### config.mk
export PLATFORM = sky130hd
export DESIGN_NAME = orient_peak_search
export DESIGN_NICKNAME = d
export VERILOG_FILES = /design/src/rtl/orient_pkg.sv /design/src/rtl/orient_energy_store.sv /design/src/rtl/orient_best_track.sv /design/src/rtl/orient_peak_test.sv /design/src/rtl/orient_peak_search.sv
export SDC_FILE = /design/constraint.sdc
export NUM_CORES = 2
export LEC_CHECK = 0
export BUFFER_PORTS_ARGS = -buffer_cell sky130_fd_sc_hd__buf_2
export CAP_MARGIN = 10
export CORE_MARGIN = 3
export CORE_UTILIZATION = 50
export DETAILED_ROUTE_END_ITERATION = 6
export HOLD_SLACK_MARGIN = 0.02
export PLACE_DENSITY = 0.66
export SLEW_MARGIN = 40
export SYNTH_ARGS = -nofsm -noshare
export SYNTH_HDL_FRONTEND = slang
export SYNTH_SLANG_ARGS = --single-unit
### constraint.sdc
create_clock -name clk -period 10.6 [get_ports clk]
set_input_delay 1.59 -clock clk [delete_from_list [all_inputs] [get_ports clk]]
set_output_delay 1.59 -clock clk [all_outputs]
set_load 0.03 [all_outputs]
### src/rtl/orient_pkg.sv
package orient_pkg;

  typedef enum logic [1:0] {
    ST_IDLE,
    ST_CHK,
    ST_WAIT,
    ST_EVAL
  } srch_state_t;

  // Step forward on a ring of n positions.
  function automatic int ring_up(int i, int n);
    return (i == n - 1) ? 0 : i + 1;
  endfunction

  // Step backward on a ring of n positions.
  function automatic int ring_dn(int i, int n);
    return (i == 0) ? n - 1 : i - 1;
  endfunction

endpackage

### src/rtl/orient_energy_store.sv
module orient_energy_store #(
  parameter int NORI = 16,
  parameter int EW   = 32,
  parameter int NRD  = 3,
  localparam int IW  = $clog2(NORI)
) (
  input  logic                     clk,
  input  logic                     rst,
  input  logic                     clr,
  input  logic                     wr_en,
  input  logic [IW-1:0]            wr_idx,
  input  logic [EW-1:0]            wr_data,
  input  logic [NRD-1:0][IW-1:0]   rd_idx,
  output logic [NRD-1:0][EW-1:0]   rd_data,
  output logic [NRD-1:0]           rd_hit
);

  logic [EW-1:0]   mem [NORI];
  logic [NORI-1:0] vld;

  // Data array has no reset so it maps to distributed memory.
  always_ff @(posedge clk) begin
    if (wr_en) mem[wr_idx] <= wr_data;
  end

  always_ff @(posedge clk) begin
    if (rst || clr)  vld <= '0;
    else if (wr_en)  vld[wr_idx] <= 1'b1;
  end

  for (genvar g = 0; g < NRD; g++) begin : g_rd
    assign rd_data[g] = mem[rd_idx[g]];
    assign rd_hit[g]  = vld[rd_idx[g]];
  end

endmodule

### src/rtl/orient_best_track.sv
module orient_best_track #(
  parameter int IW = 4,
  parameter int EW = 32
) (
  input  logic          clk,
  input  logic          rst,
  input  logic          clr,
  input  logic          upd,
  input  logic [IW-1:0] idx,
  input  logic [EW-1:0] energy,
  output logic [IW-1:0] best_idx,
  output logic [EW-1:0] best_e
);

  // Strict compare: the earliest arrival keeps a tie.
  always_ff @(posedge clk) begin
    if (rst || clr) begin
      best_idx <= '0;
      best_e   <= '0;
    end else if (upd && energy > best_e) begin
      best_idx <= idx;
      best_e   <= energy;
    end
  end

endmodule

### src/rtl/orient_peak_test.sv
module orient_peak_test #(
  parameter int EW = 32
) (
  input  logic [EW-1:0] e_ctr,
  input  logic [EW-1:0] e_lo,
  input  logic [EW-1:0] e_hi,
  input  logic [EW-1:0] thresh,
  output logic          pass,
  output logic          up_pref
);

  assign pass    = (e_ctr > e_lo) && (e_ctr > e_hi) && (e_ctr > thresh);
  assign up_pref = !(e_lo > e_hi);

endmodule

### src/rtl/orient_peak_search.sv
module orient_peak_search #(
  parameter int          NORI     = 16,
  parameter int          EW       = 32,
  parameter int unsigned TH_RESET = 27_000_000,
  localparam int         IW       = $clog2(NORI)
) (
  input  logic                 clk,
  input  logic                 rst,
  input  logic                 blk_start,
  input  logic                 blk_first,
  input  logic                 blk_pad,
  input  logic                 th_we,
  input  logic [EW-1:0]        th_wdata,
  output logic                 req_valid,
  output logic [IW-1:0]        req_idx,
  input  logic                 rsp_valid,
  input  logic [EW-1:0]        rsp_energy,
  output logic                 busy,
  output logic                 res_valid,
  output logic signed [IW:0]   res_dir,
  output logic                 res_lowq
);
  import orient_pkg::*;

  localparam logic [IW-1:0] LAST = IW'(NORI - 1);

  srch_state_t st;
  logic              scan, dir_up, go_up;
  logic [IW-1:0]     cur, step_cnt, prev_dir, rq_idx;
  logic [IW-1:0]     ctr, lft, rgt, best_idx, pick;
  logic [EW-1:0]     th_q, best_e;
  logic [2:0][IW-1:0] rd_idx;
  logic [2:0][EW-1:0] rd_data;
  logic [2:0]        rd_hit;
  logic              clr, wr_en, pass, up_pref;

  // In scan mode the centre under test is the running maximum.
  assign ctr    = scan ? best_idx : cur;
  assign lft    = IW'(ring_dn(int'(ctr), NORI));
  assign rgt    = IW'(ring_up(int'(ctr), NORI));
  assign rd_idx = {rgt, lft, ctr};

  assign clr       = (st == ST_IDLE) && blk_start;
  assign wr_en     = (st == ST_WAIT) && rsp_valid;
  assign req_valid = (st == ST_WAIT);
  assign req_idx   = rq_idx;
  assign busy      = (st != ST_IDLE);
  assign go_up     = (step_cnt == '0) ? up_pref : dir_up;
  assign pick      = pass ? ctr : best_idx;

  orient_energy_store #(.NORI(NORI), .EW(EW), .NRD(3)) i_store (
    .clk(clk), .rst(rst), .clr(clr),
    .wr_en(wr_en), .wr_idx(rq_idx), .wr_data(rsp_energy),
    .rd_idx(rd_idx), .rd_data(rd_data), .rd_hit(rd_hit)
  );

  orient_best_track #(.IW(IW), .EW(EW)) i_best (
    .clk(clk), .rst(rst), .clr(clr), .upd(wr_en),
    .idx(rq_idx), .energy(rsp_energy),
    .best_idx(best_idx), .best_e(best_e)
  );

  orient_peak_test #(.EW(EW)) i_test (
    .e_ctr(rd_data[0]), .e_lo(rd_data[1]), .e_hi(rd_data[2]),
    .thresh(th_q), .pass(pass), .up_pref(up_pref)
  );

  always_ff @(posedge clk) begin
    if (rst)        th_q <= EW'(TH_RESET);
    else if (th_we) th_q <= th_wdata;
  end

  always_ff @(posedge clk) begin
    if (rst) begin
      st        <= ST_IDLE;
      scan      <= 1'b0;
      dir_up    <= 1'b1;
      cur       <= '0;
      step_cnt  <= '0;
      prev_dir  <= '0;
      rq_idx    <= '0;
      res_valid <= 1'b0;
      res_dir   <= '0;
      res_lowq  <= 1'b0;
    end else begin
      res_valid <= 1'b0;
      case (st)
        ST_IDLE: begin
          if (blk_start) begin
            if (blk_pad) begin
              res_valid <= 1'b1;
              res_dir   <= '1;
              res_lowq  <= 1'b0;
            end else if (blk_first) begin
              scan   <= 1'b1;
              rq_idx <= '0;
              st     <= ST_WAIT;
            end else begin
              scan     <= 1'b0;
              cur      <= prev_dir;
              step_cnt <= '0;
              st       <= ST_CHK;
            end
          end
        end
        ST_CHK: begin
          if (!rd_hit[0]) begin
            rq_idx <= ctr;
            st     <= ST_WAIT;
          end else if (!rd_hit[1]) begin
            rq_idx <= lft;
            st     <= ST_WAIT;
          end else if (!rd_hit[2]) begin
            rq_idx <= rgt;
            st     <= ST_WAIT;
          end else begin
            st <= ST_EVAL;
          end
        end
        ST_WAIT: begin
          if (rsp_valid) begin
            if (!scan)                st     <= ST_CHK;
            else if (rq_idx == LAST)  st     <= ST_EVAL;
            else                      rq_idx <= rq_idx + 1'b1;
          end
        end
        ST_EVAL: begin
          if (pass || scan || step_cnt == LAST) begin
            res_valid <= 1'b1;
            res_dir   <= signed'({1'b0, pick});
            res_lowq  <= !pass;
            prev_dir  <= pick;
            st        <= ST_IDLE;
          end else begin
            step_cnt <= step_cnt + 1'b1;
            dir_up   <= go_up;
            cur      <= go_up ? rgt : lft;
            st       <= ST_CHK;
          end
        end
        default: st <= ST_IDLE;
      endcase
    end
  end

endmodule

==> impl_metrics.yaml <==
outcome:
  status: "finished, final reports clean"
final_layout:
  fillers: 6177
  final_design_area_no_fill_sq_um: 40000
  final_cell_count_no_fill: 4508
  area_delta_synth_final_pct: 9.76
  multi_input_comb_area_sq_um: 17600
  net_count_reported_at_finish: 3744
  post_route_cells_drive_above_1_share: 0.121
  finalCoreUtilization: 0.557
  register_area_sq_um: 17600
clock_network:
  max-clock-path-buffers: 3
  clkTransAtPathRegs_ps: 60
  cts_inserted_buffers: 71
  cts_root_buffer: "sky130_fd_sc_hd__clkbuf_16"
  tritoncts_num_sinks: 623
  post_cts_resize_count: 0
  ctsHoldBuffers: 0
  cts_tree: "built"
  clock_latency_ps: 650
  postCtsSetupBuffers: 0
  clock_tree.htree_level_count: 3
yosys:
  synth_top_flop_cell: "sky130_fd_sc_hd__edfxtp_1"
  yosys.cell_types.count: 69
  syn-num-nets: 3773
  yosysWarningCount: 0
  syn_avg_cell_area_sq_um: 10.3
  synthCells: 3529
  syn_area_sq_um: 36500
  synth_async_sr_flop_share: 0
  number_of_enable_flip_flop_cells_after_synthesis: 512
  synth.ff_latch_count: 623
  seq_area_frac_synth: 0.482
critical_path:
  worst_setup_path_end_kind: "flop"
  critical_path.cell_chain: "mux2i_4, buf_6, buf_4, nand4_1, nand2_2, buf_4, o211ai_1, nand3_1, and2_1, inv_1, ha_1, nand4_1, or4_4, nor3_2, o311ai_1, a31oi_1, nand3_1, mux2_2, a221oi_1"
  worstPathArrival_ps: 7800
  path_class: "reg2reg"
  worst-path-max-fanout: 66
  worst-endpoint-required_ps: 11140
  timing.critical_path.slowest_stage_cell: "sky130_fd_sc_hd__dfxtp_1"
  crit_path_max_incr_delay_ps: 870
  critPathLaunchType: "flop"
placement:
  numPlacedInstances: 4375
  dpl_worst_slack_ps: 3320
  numPortBuffers: 83
  globalplace.congestion: 0.928
  detailed_place_hpwl_mm: 68.8
  dpl-instance-area_sq_um: 37800
routing:
  drt-wirelength-per-cell_um: 24.6
  final_wirelength_mm: 111
  detail-route-antenna-nets: 0
  drt_pass1_iterations: 6
  initialDrtViolationCount: 3289
  via_density_per_instance: 6.24
  post-route-drc-count: 0
  vias: 28147
grt:
  grt_first_pass_wirelength_mm: 166
  antenna_found_initial: 4
  grt_overflow: 0
  grt_util_all_layers: 0.286
  grt_max_degree: 174
  grt_pass1_vias: 26478
sta:
  tightestPinTransition_ps: 854
  timing_max_transition_violations_final: 0
  period_share: 0.685
  grt_setup_unrepaired: "no"
  achievable-frequency_mhz: 138
  finalHoldViolCount: 0
  finalCriticalPeriod_ps: 7260
  fin_hold_ws_ps: 463
  maxSlewHeadroom: 0.431
  finalSetupViolations: 0
  timing.setup.tns_ps: 0
  post_route_skew_ps: 29.0
  post-route-worst-setup-slack_ps: 3340
floorplanning:
  initial_core_util: 0.508
  floorplan.die.height_um: 276
  io_pins: 84
  design.die.area_sq_um: 76200
  core_sq_um: 71900
  dieWidth_um: 276
  rows: 98
flow_run:
  maxCapViolCount: 0
power:
  irDropWorstVdd_uv: 139
  p_leak_nw: 15.8
  finalPower_mw: 8.49
  power.density_cell_area_nw_per_um2: 212
hold_path:
  worst_hold_path_type: "reg2reg"
## synthesized netlist by cell type, types with 5 or more instances
master / n / area [sq um]
sky130_fd_sc_hd__a211oi_1: 12 / 90.1
sky130_fd_sc_hd__a21o_1: 26 / 195
sky130_fd_sc_hd__a21oi_1: 135 / 676
sky130_fd_sc_hd__a221oi_1: 13 / 114
sky130_fd_sc_hd__a311oi_1: 99 / 867
sky130_fd_sc_hd__a31oi_1: 39 / 244
sky130_fd_sc_hd__and2_1: 36 / 225
sky130_fd_sc_hd__and3_1: 68 / 425
sky130_fd_sc_hd__buf_1: 23 / 86.3
sky130_fd_sc_hd__buf_2: 39 / 195
sky130_fd_sc_hd__buf_4: 17 / 128
sky130_fd_sc_hd__clkbuf_1: 162 / 608
sky130_fd_sc_hd__dfxtp_1: 111 / 2220
sky130_fd_sc_hd__edfxtp_1: 512 / 15400
sky130_fd_sc_hd__ha_1: 173 / 2160
sky130_fd_sc_hd__inv_1: 124 / 465
sky130_fd_sc_hd__mux2_2: 38 / 428
sky130_fd_sc_hd__mux2i_1: 259 / 2590
sky130_fd_sc_hd__mux4_2: 105 / 2360
sky130_fd_sc_hd__nand2_1: 866 / 3250
sky130_fd_sc_hd__nand2b_1: 5 / 31.3
sky130_fd_sc_hd__nand3_1: 291 / 1460
sky130_fd_sc_hd__nand4_1: 33 / 206
sky130_fd_sc_hd__nor2_1: 93 / 349
sky130_fd_sc_hd__nor2b_1: 5 / 31.3
sky130_fd_sc_hd__nor3_1: 9 / 45.0
sky130_fd_sc_hd__nor4_1: 9 / 56.3
sky130_fd_sc_hd__o211ai_1: 59 / 443
sky130_fd_sc_hd__o21a_1: 6 / 45.0
sky130_fd_sc_hd__o21ai_0: 93 / 465
## worst max-delay path, delay by kind of cell, from the launching register on
kind | cells | cell delay, ps
and+or+nand+nor | 8 | 2340
buffers and inverters | 4 | 1820
AOI/OAI and AO/OA | 4 | 1010
DFF | 1 | 870
muxes | 2 | 760
adders and majority gates | 1 | 310
## registers in the layout, summed over array words and instances (netlist names)
signal	count
cur	4
prev_dir	4
step_cnt	4
i_store.mem	512
i_best.best_idx	4
res_dir	5
res_valid	1
i_best.best_e	32
res_lowq	1
th_q	32
req_idx	4
i_store.vld	16
st	2
dir_up	1
scan	1
## power breakdown
group          internal, mW  switching (mW)  leakage [nW]
registers              2.70          0.0283          5.51
logic                  1.27            2.15          9.25
clock network          1.32            1.02          1.06
total                  5.29            3.20          15.8
## area by class of cell
| cell class | count | area share |
|---|---|---|
| sequential | 623 | 0.440 |
| multi-input combinational | 2534 | 0.439 |
| clock inverter | 35 | 0.00706 |
| antenna | 1 | 0.0000625 |
| tap | 950 | 0.0297 |
| inverter | 128 | 0.0123 |
| timing repair buffer | 142 | 0.0248 |
| clock buffer | 95 | 0.0476 |
## placed cells by master (no fill, tap or decap), types with 34 or more instances in the layout
master | netlist | routed
sky130_fd_sc_hd__nand2_1 | 866 | 864
sky130_fd_sc_hd__edfxtp_1 | 512 | 512
sky130_fd_sc_hd__nand3_1 | 291 | 291
sky130_fd_sc_hd__mux2i_1 | 259 | 258
sky130_fd_sc_hd__ha_1 | 173 | 172
sky130_fd_sc_hd__a21oi_1 | 135 | 134
sky130_fd_sc_hd__inv_1 | 124 | 124
sky130_fd_sc_hd__dfxtp_1 | 111 | 111
sky130_fd_sc_hd__mux4_2 | 105 | 105
sky130_fd_sc_hd__a311oi_1 | 99 | 99
sky130_fd_sc_hd__o21ai_0 | 93 | 93
sky130_fd_sc_hd__buf_2 | 39 | 83
sky130_fd_sc_hd__nor2_1 | 93 | 81
sky130_fd_sc_hd__clkbuf_16 | 0 | 71
sky130_fd_sc_hd__and3_1 | 68 | 68
sky130_fd_sc_hd__o211ai_1 | 59 | 59
sky130_fd_sc_hd__buf_4 | 17 | 45
sky130_fd_sc_hd__a31oi_1 | 39 | 39
sky130_fd_sc_hd__mux2_2 | 38 | 38
sky130_fd_sc_hd__and2_1 | 36 | 34
## cells by family after synthesis
family / Yosys count / synth area share
adders and majority gates: 173 / 0.0593
DFF: 623 / 0.482
AOI/OAI and AO/OA: 522 / 0.0961
muxes: 405 / 0.149
buffers and inverters: 372 / 0.0420
and+or+nand+nor: 1429 / 0.170
xor gates and xnor gates: 5 / 0.00141
## final timing paths
path	start	end	slack [ps]	cells past startpoint
min reg2reg	res_dir[2]$_SDFFE_PP0P_	res_dir[2]$_SDFFE_PP0P_	460	2
max	scan$_SDFFE_PP0P_	res_dir[0]$_SDFFE_PP0P_	3340	19
min	res_dir[2]$_SDFFE_PP0P_	res_dir[2]$_SDFFE_PP0P_	460	2
max reg2reg	scan$_SDFFE_PP0P_	res_dir[0]$_SDFFE_PP0P_	3340	19
## routing by layer
layer  part of all wire  GRT usage  vias up
met3              0.091     0.0516      250
met1               0.41      0.393    13566
met2               0.46      0.452     1350
li1                   -          -    12981
met5                  0          0        -
met4              0.039      0.112        0
(Power assumes the default switching activity.)
